$ cat config.mk
export PLATFORM = sky130hd
export DESIGN_NAME = lpt_translator
export DESIGN_NICKNAME = d
export VERILOG_FILES = /design/src/rtl/lpt_pkg.sv /design/src/rtl/lpt_table_regs.sv /design/src/rtl/lpt_addr_split.sv /design/src/rtl/lpt_result_stage.sv /design/src/rtl/lpt_translator.sv
export SDC_FILE = /design/constraint.sdc
export NUM_CORES = 1
export LEC_CHECK = 0
export CORE_MARGIN = 2
export CORE_UTILIZATION = 35
export CTS_BUF_LIST = sky130_fd_sc_hd__clkbuf_4 sky130_fd_sc_hd__clkbuf_8 sky130_fd_sc_hd__clkbuf_16
export CTS_CLUSTER_DIAMETER = 50
export DETAILED_ROUTE_END_ITERATION = 16
export PLACE_DENSITY_LB_ADDON = 0.08
export SETUP_SLACK_MARGIN = 0.02
export SLEW_MARGIN = 0
export SYNTH_ARGS = -nofsm -noshare
export SYNTH_HDL_FRONTEND = slang
export SYNTH_SLANG_ARGS = --single-unit
$ cat constraint.sdc
create_clock -name clk -period 2.3 [get_ports clk]
set_clock_uncertainty 0.2 [all_clocks]
set_input_delay 0.46 -clock clk [delete_from_list [all_inputs] [get_ports clk]]
set_output_delay 0.46 -clock clk [all_outputs]
set_load 0.02 [all_outputs]
$ cat src/rtl/lpt_pkg.sv
// Package: shared widths and the response outcome type for the linear
// page translator. Assumes one-level tables with a present flag in bit 0.
package lpt_pkg;

    // Default geometry of the translator
    localparam int LPT_VA_W  = 16;
    localparam int LPT_OFF_W = 12;
    localparam int LPT_ENT_W = 4;

    // Registered outcome of one translation slot
    typedef enum logic [1:0] {
        OUT_NONE  = 2'd0,
        OUT_HIT   = 2'd1,
        OUT_FAULT = 2'd2
    } lpt_outcome_e;

endpackage

$ cat src/rtl/lpt_table_regs.sv
// Module: register file holding the page-table entries.
// Assumes one write port and one combinational read port. A write lands at
// the sampling edge, so a read in the same cycle returns the old word.
module lpt_table_regs #(
    parameter int IDX_W = 4,
    parameter int ENT_W = 4
) (
    input  logic             clk,
    input  logic             rst_n,
    input  logic             wr_en,
    input  logic [IDX_W-1:0] wr_idx,
    input  logic [ENT_W-1:0] wr_data,
    input  logic [IDX_W-1:0] rd_idx,
    output logic [ENT_W-1:0] rd_entry
);
    localparam int NUM_ENT = 1 << IDX_W;

    logic [ENT_W-1:0] ent_vec [NUM_ENT];

    for (genvar g = 0; g < NUM_ENT; g++) begin : g_entry
        logic             sel;
        logic [ENT_W-1:0] ent_r;

        // Decode whether this entry is the write target
        assign sel = wr_en && (wr_idx == IDX_W'(g));

        // Hold one entry word, cleared on reset, loaded when selected
        always_ff @(posedge clk) begin
            if (!rst_n) begin
                ent_r <= '0;
            end else if (sel) begin
                ent_r <= wr_data;
            end
        end

        assign ent_vec[g] = ent_r;
    end

    // Select the entry addressed by the read index
    assign rd_entry = ent_vec[rd_idx];

endmodule

$ cat src/rtl/lpt_addr_split.sv
// Module: splits a virtual address into table index and page offset.
// Assumes the index occupies all bits above the offset.
module lpt_addr_split #(
    parameter int VA_W  = 16,
    parameter int OFF_W = 12
) (
    input  logic [VA_W-1:0]       vaddr,
    output logic [VA_W-OFF_W-1:0] idx,
    output logic [OFF_W-1:0]      offset
);
    // Cut the address at the page boundary
    assign idx    = vaddr[VA_W-1:OFF_W];
    assign offset = vaddr[OFF_W-1:0];

endmodule

$ cat src/rtl/lpt_result_stage.sv
// Module: checks the present flag and registers the one-cycle response.
// Assumes entry bit 0 is the present flag and the remaining bits are the
// frame number. The address output is zero unless the response is a hit.
module lpt_result_stage #(
    parameter int ENT_W = 4,
    parameter int OFF_W = 12
) (
    input  logic                     clk,
    input  logic                     rst_n,
    input  logic                     req_valid,
    input  logic [ENT_W-1:0]         entry,
    input  logic [OFF_W-1:0]         offset,
    output logic                     rsp_valid,
    output logic                     rsp_fault,
    output logic [ENT_W-1+OFF_W-1:0] rsp_paddr
);
    import lpt_pkg::*;

    localparam int FRAME_W = ENT_W - 1;
    localparam int PA_W    = FRAME_W + OFF_W;

    lpt_outcome_e     outcome_d, outcome_q;
    logic [PA_W-1:0]  paddr_d, paddr_q;

    // Classify the request and assemble the candidate physical address
    always_comb begin
        outcome_d = OUT_NONE;
        paddr_d   = '0;
        if (req_valid) begin
            if (entry[0]) begin
                outcome_d = OUT_HIT;
                paddr_d   = {entry[ENT_W-1:1], offset};
            end else begin
                outcome_d = OUT_FAULT;
            end
        end
    end

    // Register the outcome so each response lasts exactly one cycle
    always_ff @(posedge clk) begin
        if (!rst_n) begin
            outcome_q <= OUT_NONE;
            paddr_q   <= '0;
        end else begin
            outcome_q <= outcome_d;
            paddr_q   <= paddr_d;
        end
    end

    assign rsp_valid = (outcome_q == OUT_HIT);
    assign rsp_fault = (outcome_q == OUT_FAULT);
    assign rsp_paddr = paddr_q;

endmodule

$ cat src/rtl/lpt_translator.sv
// Module: top of the single-level linear page translator.
// Assumes the table is loaded before use. Responses arrive one cycle after
// the request, and writes become visible from the next sampled request.
module lpt_translator #(
    parameter int VA_W  = lpt_pkg::LPT_VA_W,
    parameter int OFF_W = lpt_pkg::LPT_OFF_W,
    parameter int ENT_W = lpt_pkg::LPT_ENT_W
) (
    input  logic                     clk,
    input  logic                     rst_n,
    input  logic                     wr_en,
    input  logic [VA_W-OFF_W-1:0]    wr_idx,
    input  logic [ENT_W-1:0]         wr_data,
    input  logic                     req_valid,
    input  logic [VA_W-1:0]          req_vaddr,
    output logic                     rsp_valid,
    output logic                     rsp_fault,
    output logic [ENT_W-1+OFF_W-1:0] rsp_paddr
);
    localparam int IDX_W = VA_W - OFF_W;

    logic [IDX_W-1:0] rd_idx;
    logic [OFF_W-1:0] offset;
    logic [ENT_W-1:0] rd_entry;

    // Address split into index and offset
    lpt_addr_split #(.VA_W(VA_W), .OFF_W(OFF_W)) u_split (
        .vaddr  (req_vaddr),
        .idx    (rd_idx),
        .offset (offset)
    );

    // Table storage
    lpt_table_regs #(.IDX_W(IDX_W), .ENT_W(ENT_W)) u_table (
        .clk      (clk),
        .rst_n    (rst_n),
        .wr_en    (wr_en),
        .wr_idx   (wr_idx),
        .wr_data  (wr_data),
        .rd_idx   (rd_idx),
        .rd_entry (rd_entry)
    );

    // Present check and response register
    lpt_result_stage #(.ENT_W(ENT_W), .OFF_W(OFF_W)) u_result (
        .clk       (clk),
        .rst_n     (rst_n),
        .req_valid (req_valid),
        .entry     (rd_entry),
        .offset    (offset),
        .rsp_valid (rsp_valid),
        .rsp_fault (rsp_fault),
        .rsp_paddr (rsp_paddr)
    );

endmodule

**After elaboration in Yosys (flattened, before gate mapping)**

Cells that the tools add are included.

- Word-level logic and storage cells: 60
- Flip-flop bits (word level): 81
- Input port bits: 28
- Output and inout port bits: 17

- Reduce and logical (&&, ||, !) cells: 19
- Order comparisons: 1
- Muxes and demuxes: 4
- Bitwise gates (word level): 1
- Equal/unequal tests: 17

Operator list:

| operator | count |
|---|---|
| equality test 4 bit (second input constant) | 8 |
| binary-select mux 4 bit (select 4 bit) | 1 |
| equality test 4 x 3 -> 1 bit (second input constant) | 4 |
| logical AND 1 bit | 16 |
| equality test 4 x 2 -> 1 bit (second input constant) | 2 |
| two-way mux 4 bit | 2 |
| >= comparator 5 bit (second input constant) | 1 |
| inverter 4 -> 5 bit | 1 |
| equality test 4 x 1 -> 1 bit (second input constant) | 1 |
| logical NOT 4 bit | 1 |
| AND reduction 3 bit | 1 |
| equality test 2 x 1 -> 1 bit (second input constant) | 1 |
| equality test 2 bit (second input constant) | 1 |
| two-way mux 2 bit | 1 |
| AND reduction 2 bit | 1 |

**Longest topological paths before layout**

Gate-level depths: netlist (run 1).

- Depth in word-level cells: 5
- Mapped depth: 6
- Mapped depth without buffers: 4

**Hierarchy**

Synthesis (run 1) repeated with hierarchy kept, for this count alone.

- Cells, all modules: 404
- Area total of the unflattened synthesis: 3902.5 um^2

Modules (own cells, without submodules):

| module | area an instance (um^2) | cells an instance | times used | sequential area each (um^2) |
|---|---|---|---|---|
| lpt_table_regs | 3245.6 | 349 | 1 | 1281.2 |
| lpt_result_stage | 536.8 | 39 | 1 | 340.3 |
| lpt_addr_split | 120.1 | 16 | 1 | 0.0 |

**Least setup slack after synthesis (run 1)**

OpenSTA, ideal clock, no wires.

- Path type: input -> register
- Start point: in req_vaddr[14]
- End point: reg u_result.paddr_q[13], in the netlist u_result.rsp_paddr[13]
- Library setup time: 116 ps
- Buffers on the path: 2
- Path slack: 486 ps
- Cell stages on the path: 6
- Arrival time: 1498 ps
- Data required time: 1984 ps
- Cell sequence: buf_2 -> buf_2 -> mux4_2 -> a22oi_1 -> and3_1 -> a21oi_2

- Cells in the longest elaborated chain, start to end: 5

Ends and longest elaborated chain:

| what | RTL line | RTL |
|---|---|---|
| start: declaration | lpt_translator.sv:15 | `input logic [VA_W-1:0] req_vaddr,` |
| inverter 4 -> 5 bit (implied by the code) * | lpt_table_regs.sv:40 | `assign rd_entry = ent_vec[rd_idx];` |
| binary-select mux 4 bit (select 4 bit) * | lpt_table_regs.sv:40 |  |
| two-way mux 4 bit (implied by the code) * (2 in series) | lpt_table_regs.sv:40 |  |
| AND reduction 3 bit (no line) | - |  |
| end signal: assignment | lpt_result_stage.sv:46 | `paddr_q <= paddr_d;` |
| end: declaration | lpt_result_stage.sv:23 | `logic [PA_W-1:0] paddr_d, paddr_q;` |

Mark *: on every way between the ends. The rest lies on a longest branch, timed or not. The select of a mux whose other input is x is not followed.
A chain may end at the register's enable or synchronous reset.

**Worst setup path after layout (run 1)**

- Start point: in req_vaddr[12]
- End point: reg u_result.paddr_q[4], in the netlist u_result.rsp_paddr[4]

- Cells in the longest elaborated chain, start to end: 5

Ends and longest elaborated chain:

| what | RTL line |
|---|---|
| inverter 4 -> 5 bit (implied by the code) | lpt_table_regs.sv:40 |
| binary-select mux 4 bit (select 4 bit) | lpt_table_regs.sv:40 |
| two-way mux 4 bit (implied by the code) (2 in series) | lpt_table_regs.sv:40 |
| AND reduction 3 bit (no line) | - |

Every way passes these cells. The select of a mux whose other input is x is not followed.

==> flow_metrics.tcl, run 1 <==
set metrics [dict create \
    grt_pass1_wl_mm 15.0 \
    syn_to_final_growth_pct 26.3 \
    required_ps 2330 \
    cts_root_buffer "clkbuf_8" \
    drv_slew 0 \
    timing.max_cap.violations 0 \
    timing.fmax_mhz 470 \
    wl_mm 9.35 \
    vdd_drop_max_v 0.000396 \
    n_antenna_cell 0 \
    critPathCapture "u_result.rsp_paddr[4]" \
    switching_share_pct 23.0 \
    cts_hold_buf 0 \
    numCtsBuffers 9 \
    clkSinkCount 81 \
    portBuffers 44 \
    h-tree-depth 3 \
    antenna_found_initial 0 \
    worstPathArrival_ps 2160 \
    netlist_instances 374 \
    rsz0062_at_grt "false" \
    first_pass_iters 4 \
    layout-drive-gt1-share_pct 16.0 \
    synth_area_um2 3680 \
    ys_types 28 \
    synth_seq_area_share_pct 44.1 \
    dpl.hpwl_mm 6.68 \
    wire_per_inst_um 16.5 \
    rows 37 \
    powerDensity_nw_per_um2 651 \
    synth-edff-count 0 \
    p_leak_uw 0.00173 \
    yosysMostFrequentCell "dfxtp_1" \
    cts_resized 0 \
    first_iter_violations 153 \
    yosysWarnings 0 \
    crit_path_start_kind "primary input" \
    stdcell_count 568 \
    pwr-share-comb_pct 9.9 \
    hold_viol 0 \
    fin_nets 455 \
    clockBufferDepth 2 \
    grt.total_usage_pct 17.3 \
    drcViolationCount 0 \
    tightestPinTransition_ps 415 \
    synth-main-ff-cell "dfxtp_1" \
    syn_avg_cell_area_um2 9.83 \
    async_flop_share_pct 0 \
    intPower_uw 2330 \
    slew-limit-headroom_pct 72.4 \
    final_util_pct 45.2 \
    crit_chain "clkdlybuf4s50_1, buf_12, buf_4, mux2i_1, nand3_1, nand4_4, a21boi_1" \
    vias_per_cell 4.99 \
    coreArea_um2 10300 \
    clock_latency_ps 350 \
    ios 45 \
    yosysTopAreaCellShare_pct 44.1 \
    grt_pass1_vias 2692 \
    start_util_pct 35.8 \
    crit_type "in2reg" \
    hp-class "reg2reg" \
    crit_fanout 17 \
    ant_nets 0 \
    r2r_cells 4 \
    synth-seq-cells 81 \
    status "completed" \
    overflow 0 \
    r2r-start "u_table.g_entry[2].ent_r[0]" \
    startpoint "req_vaddr[12]" \
    cts_tree "yes" \
    die_area_um2 11300 \
    fp.dieH_um 106 \
    cts.clk_slew.worst_paths_ps 80 \
    die_x_um 106 \
    ff_latch_area_um2 1620 \
    synth_common_cells "81 x dfxtp_1, 49 x nand2_1, 36 x o21ai_0" \
    cts_setup_buffers 0 \
    ys_top_cells_by_area "dfxtp_1 44%, mux2i_1 8.7%, mux4_2 6.1%" \
    min_period_over_period_pct 92.6 \
    clkPwrFrac_pct 42.7 \
    multi_input_area_um2 1900 \
    yosysTopAreaCell "dfxtp_1" \
    dpl.cell_count 552 \
    num_vias 2837 \
    seq_power_share_pct 47.4 \
    r2r_end "u_result.rsp_paddr[4]" \
    period_minus_slack_ps 2130 \
    grt_max_degree 51 \
    cp-end-kind "flop" \
    ff2ff_setup_slack_ps 680 \
    switching_power_uw 694 \
    crit_slowest_cell "clkdlybuf4s50_1" \
    gp_congestion 0.753 \
    max_stage_delay_ps 510 \
    syn_nets 402 \
    num-fill-cells 1004 \
    setup_viol 0 \
]
## logic make-up (layout without fill, tap and decap cells)
logic type | count (synthesis) | in the layout | share of synthesized area [%]
simple gates | 121 | 121 | 17.0
mux | 44 | 44 | 16.3
buf+inv | 31 | 89 | 4.15
compound gates | 97 | 97 | 18.4
flops | 81 | 81 | 44.1
## layer usage
| metal | vias to the layer above | routed length, um | GRT usage (%) |
|---|---|---|---|
| li1 | 1417 | - | - |
| met1 | 1358 | 4610 | 24.8 |
| met2 | 52 | 4210 | 26.3 |
| met3 | 10 | 403 | 3.62 |
| met4 | 0 | 119 | 4.82 |
| met5 | - | 0 | 0 |
## how the worst min path moves through the flow
stage                     slack (ps)                            to  depth (start not counted)                    startpoint
after global routing             300   u_table.g_entry[9].ent_r[1]                          2   u_table.g_entry[9].ent_r[1]
after floorplan                  240   u_table.g_entry[0].ent_r[1]                          2   u_table.g_entry[0].ent_r[1]
after CTS                        280   u_table.g_entry[9].ent_r[1]                          2   u_table.g_entry[9].ent_r[1]
final                            280  u_table.g_entry[10].ent_r[2]                          2  u_table.g_entry[10].ent_r[2]
after global placement           260   u_table.g_entry[5].ent_r[0]                          2   u_table.g_entry[5].ent_r[0]
after detailed placement         270   u_table.g_entry[9].ent_r[1]                          2   u_table.g_entry[9].ent_r[1]
## critical path: cells and delay by family
kind	cells	cell delay [ps]
buffers and inverters	3	840
and+or+nand+nor	2	470
muxes	1	240
AOI/OAI and AO/OA	1	120
## power by group through the flow
| stage | combinational, uW | clock [uW] | sequential, uW |
|---|---|---|---|
| finish | 299 | 1290 | 1430 |
| global route | 325 | 1380 | 1440 |
| CTS | 303 | 1320 | 1430 |
| detailed placement | 302 | 0 | 1470 |
| global placement | 301 | 0 | 1470 |
| floorplan | 153 | 0 | 1470 |
## state kept, by name (all words and copies together), names as in the netlist
signal                 flops
u_result.outcome_q         2
u_result.rsp_paddr        15
u_table.g_entry.ent_r     64
## cell usage in the layout (no fill, tap or decap), types with 2 or more instances in the layout
| cell | instances |
|---|---|
| dfxtp_1 | 81 |
| nand2_1 | 49 |
| clkdlybuf4s50_1 | 44 |
| o21ai_0 | 36 |
| mux2i_1 | 32 |
| nor2b_1 | 30 |
| a21boi_0 | 26 |
| buf_4 | 26 |
| a21boi_1 | 20 |
| nor2_1 | 13 |
| nand3_1 | 11 |
| mux4_2 | 10 |
| clkbuf_8 | 10 |
| a21boi_2 | 6 |
| and3_1 | 5 |
| nand2b_1 | 3 |
| nand3b_1 | 3 |
| a22oi_1 | 3 |
| a21oi_2 | 3 |
| or3_1 | 3 |
| bufinv_16 | 3 |
| buf_12 | 3 |
| a22oi_2 | 2 |
| mux4_1 | 2 |
| clkinv_4 | 2 |
## layout make-up
type / count / area share [%]
Tap cell: 136 / 3.67
Clock buffer: 10 / 2.96
Clock inverter: 6 / 2.48
Sequential cell: 81 / 34.9
Multi-Input combinational cell: 262 / 41.0
Timing Repair Buffer: 73 / 15.0
## stage by stage
step | setup WS [ps] | total power [uW] | setup TNS (ps) | instance area, um^2 | hold slack (ps)
6_report | 171 | 3020 | 0 | 4640 | 283
5_1_grt | 85.6 | 3140 | 0 | 4640 | 305
4_1_cts | 155 | 3060 | 0 | 4640 | 283
3_5_place_dp | -227 | 1770 | -3110 | 4390 | 268
3_3_place_gp | -186 | 1770 | -2780 | 4390 | 259
2_1_floorplan | 486 | 1620 | 0 | 3680 | 241
Power figures use the tool's default switching activity.
==> run 2, diff against run 1 <==
--- a/config.mk
+++ b/config.mk
@@ -5,13 +5,13 @@
 export SDC_FILE = /design/constraint.sdc
 export NUM_CORES = 1
 export LEC_CHECK = 0
-export CORE_MARGIN = 2
+export CORE_MARGIN = 3
 export CORE_UTILIZATION = 35
 export CTS_BUF_LIST = sky130_fd_sc_hd__clkbuf_4 sky130_fd_sc_hd__clkbuf_8 sky130_fd_sc_hd__clkbuf_16
 export CTS_CLUSTER_DIAMETER = 50
 export DETAILED_ROUTE_END_ITERATION = 16
 export PLACE_DENSITY_LB_ADDON = 0.08
-export SETUP_SLACK_MARGIN = 0.02
+export SKIP_CTS_REPAIR_TIMING = 1
 export SLEW_MARGIN = 0
 export SYNTH_ARGS = -nofsm -noshare
 export SYNTH_HDL_FRONTEND = slang
==> run 2 against run 1 <==
  * Power is 3.4% higher
  * Worst setup slack worse by 2.6 ps
  * Global-route usage is 0.15 points lower
  * Final cell count shrank 0.53%
  * Flip-flop and latch count unchanged
  * Critical path depth fell by 1
  * Final area rose by 0.49%
  * Die area grew 3.8%
==> flow_metrics.tcl, run 2 (synthesis results as in run 1) <==
set metrics [dict create \
    status "completed" \
    timing.max_cap.violations 0 \
    numCtsBuffers 9 \
    grt_pass1_vias 2800 \
    ff_latch_area_um2 1620 \
    pwr-share-comb_pct 9.7 \
    final_common_cell "dfxtp_1" \
    mostFrequentLayoutCells "81 x dfxtp_1, 49 x nand2_1, 44 x clkdlybuf4s50_1" \
    cts.clk_slew.worst_paths_ps 90 \
    crit_family "buffers and inverters" \
    wire_per_inst_um 16.8 \
    cts_root_buffer "clkbuf_8" \
    rows 36 \
    first_pass_iters 4 \
    clkPwrFrac_pct 44.4 \
    layout-drive-gt1-share_pct 16.0 \
    die_area_um2 11800 \
    powerDensity_nw_per_um2 670 \
    setup_viol 0 \
    cp-end-kind "flop" \
    crit_slowest_cell "mux4_2" \
    crit_buf_inv 2 \
    grt.total_usage_pct 17.1 \
    period_minus_slack_ps 2130 \
    start_util_pct 36.8 \
    rsz0062_at_grt "false" \
    hp-class "reg2reg" \
    clkSinkCount 81 \
    drt-met1-wl_mm 4.83 \
    crit_type "in2reg" \
    n_antenna_cell 0 \
    syn_to_final_growth_pct 26.9 \
    top_layer "met4" \
    fp.dieH_um 108 \
    intPower_uw 2430 \
    place_ws_ps -194 \
    first_iter_violations 132 \
    timing.fmax_mhz 469 \
    clock_latency_ps 350 \
    wl_met2_mm 4.16 \
    p_leak_uw 0.00174 \
    whs_ps 273 \
    worstPathArrival_ps 2170 \
    vdd_drop_max_v 0.000317 \
    drcViolationCount 0 \
    coreArea_um2 10000 \
    multi_input_area_um2 1900 \
    die_x_um 108 \
    min_period_over_period_pct 92.7 \
    cts_tree "yes" \
    tightestPinTransition_ps 362 \
    max_stage_delay_ps 520 \
    crit_fanout 18 \
    largest_reg_flops 64 \
    grt_pass1_wl_mm 15.3 \
    largest_register "u_table.g_entry.ent_r" \
    crit_chain "clkdlybuf4s50_1, buf_12, mux4_2, a22oi_1, and3_1, a21oi_2" \
    drv_slew 0 \
    portBuffers 44 \
    ios 45 \
    wl_met3_um 380 \
    crit_path_start_kind "primary input" \
    dpl.hpwl_mm 6.74 \
    seq_power_share_pct 45.9 \
    switching_share_pct 22.2 \
    clockBufferDepth 2 \
    num_vias 2832 \
    h-tree-depth 3 \
    fin_nets 455 \
    hold_viol 0 \
    grt_max_degree 38 \
    gp_congestion 0.781 \
    wl_mm 9.48 \
    fin_ws_ps 169 \
    required_ps 2340 \
    fin_tns_setup_ps 0 \
    slew-limit-headroom_pct 75.9 \
    switching_power_uw 692 \
    overflow 0 \
    num-fill-cells 989 \
    ant_nets 0 \
    antenna_found_initial 0 \
    vias_per_cell 5.01 \
]
[run 2: cell type report]
type / count / share of cell area [%]
clock buffer: 11 / 2.98
clock inverter: 5 / 2.74
multi-input combinational: 262 / 40.8
sequential: 81 / 34.8
tap: 133 / 3.57
timing repair buffer: 73 / 15.2
[run 2: power by group through the flow]
stage / clock network [uW] / registers [uW] / logic, uW
2_1_floorplan: 0 / 1470 / 153
3_3_place_gp: 0 / 1470 / 304
3_5_place_dp: 0 / 1470 / 306
4_1_cts: 1420 / 1430 / 307
5_1_grt: 1480 / 1440 / 328
6_report: 1390 / 1430 / 303
[run 2: tightest hold or removal path, stage by stage (launching register included)]
cell and delay, ps:
dfxtp_1 310, o21ai_0 60, a21boi_1 60
[run 2: layer usage]
metal  up-vias  track usage, %
li1       1412               -
met2        48            26.1
met4         0            5.68
met3         9            3.34
met5         -               0
met1      1363            24.3
[run 2: final timing paths]
path,from,to,slack (ps),depth (start not counted)
worst min-delay path,u_table.g_entry[9].ent_r[2],u_table.g_entry[9].ent_r[2],270,2
worst min register to register,u_table.g_entry[9].ent_r[2],u_table.g_entry[9].ent_r[2],270,2
worst max register to register,u_table.g_entry[1].ent_r[3],u_result.rsp_paddr[14],720,4
worst max-delay path,req_vaddr[12],u_result.rsp_paddr[14],170,6
[run 2: per-stage QoR]
step	total power, uW	instance area [um^2]	std cells	util [%]
after floorplan	1620	3680	374	-
after global placement	1770	4400	549	44.0
after global routing	3240	4660	565	46.6
after detailed placement	1770	4400	549	44.0
final	3130	4660	565	46.6
after CTS	3160	4660	565	46.6
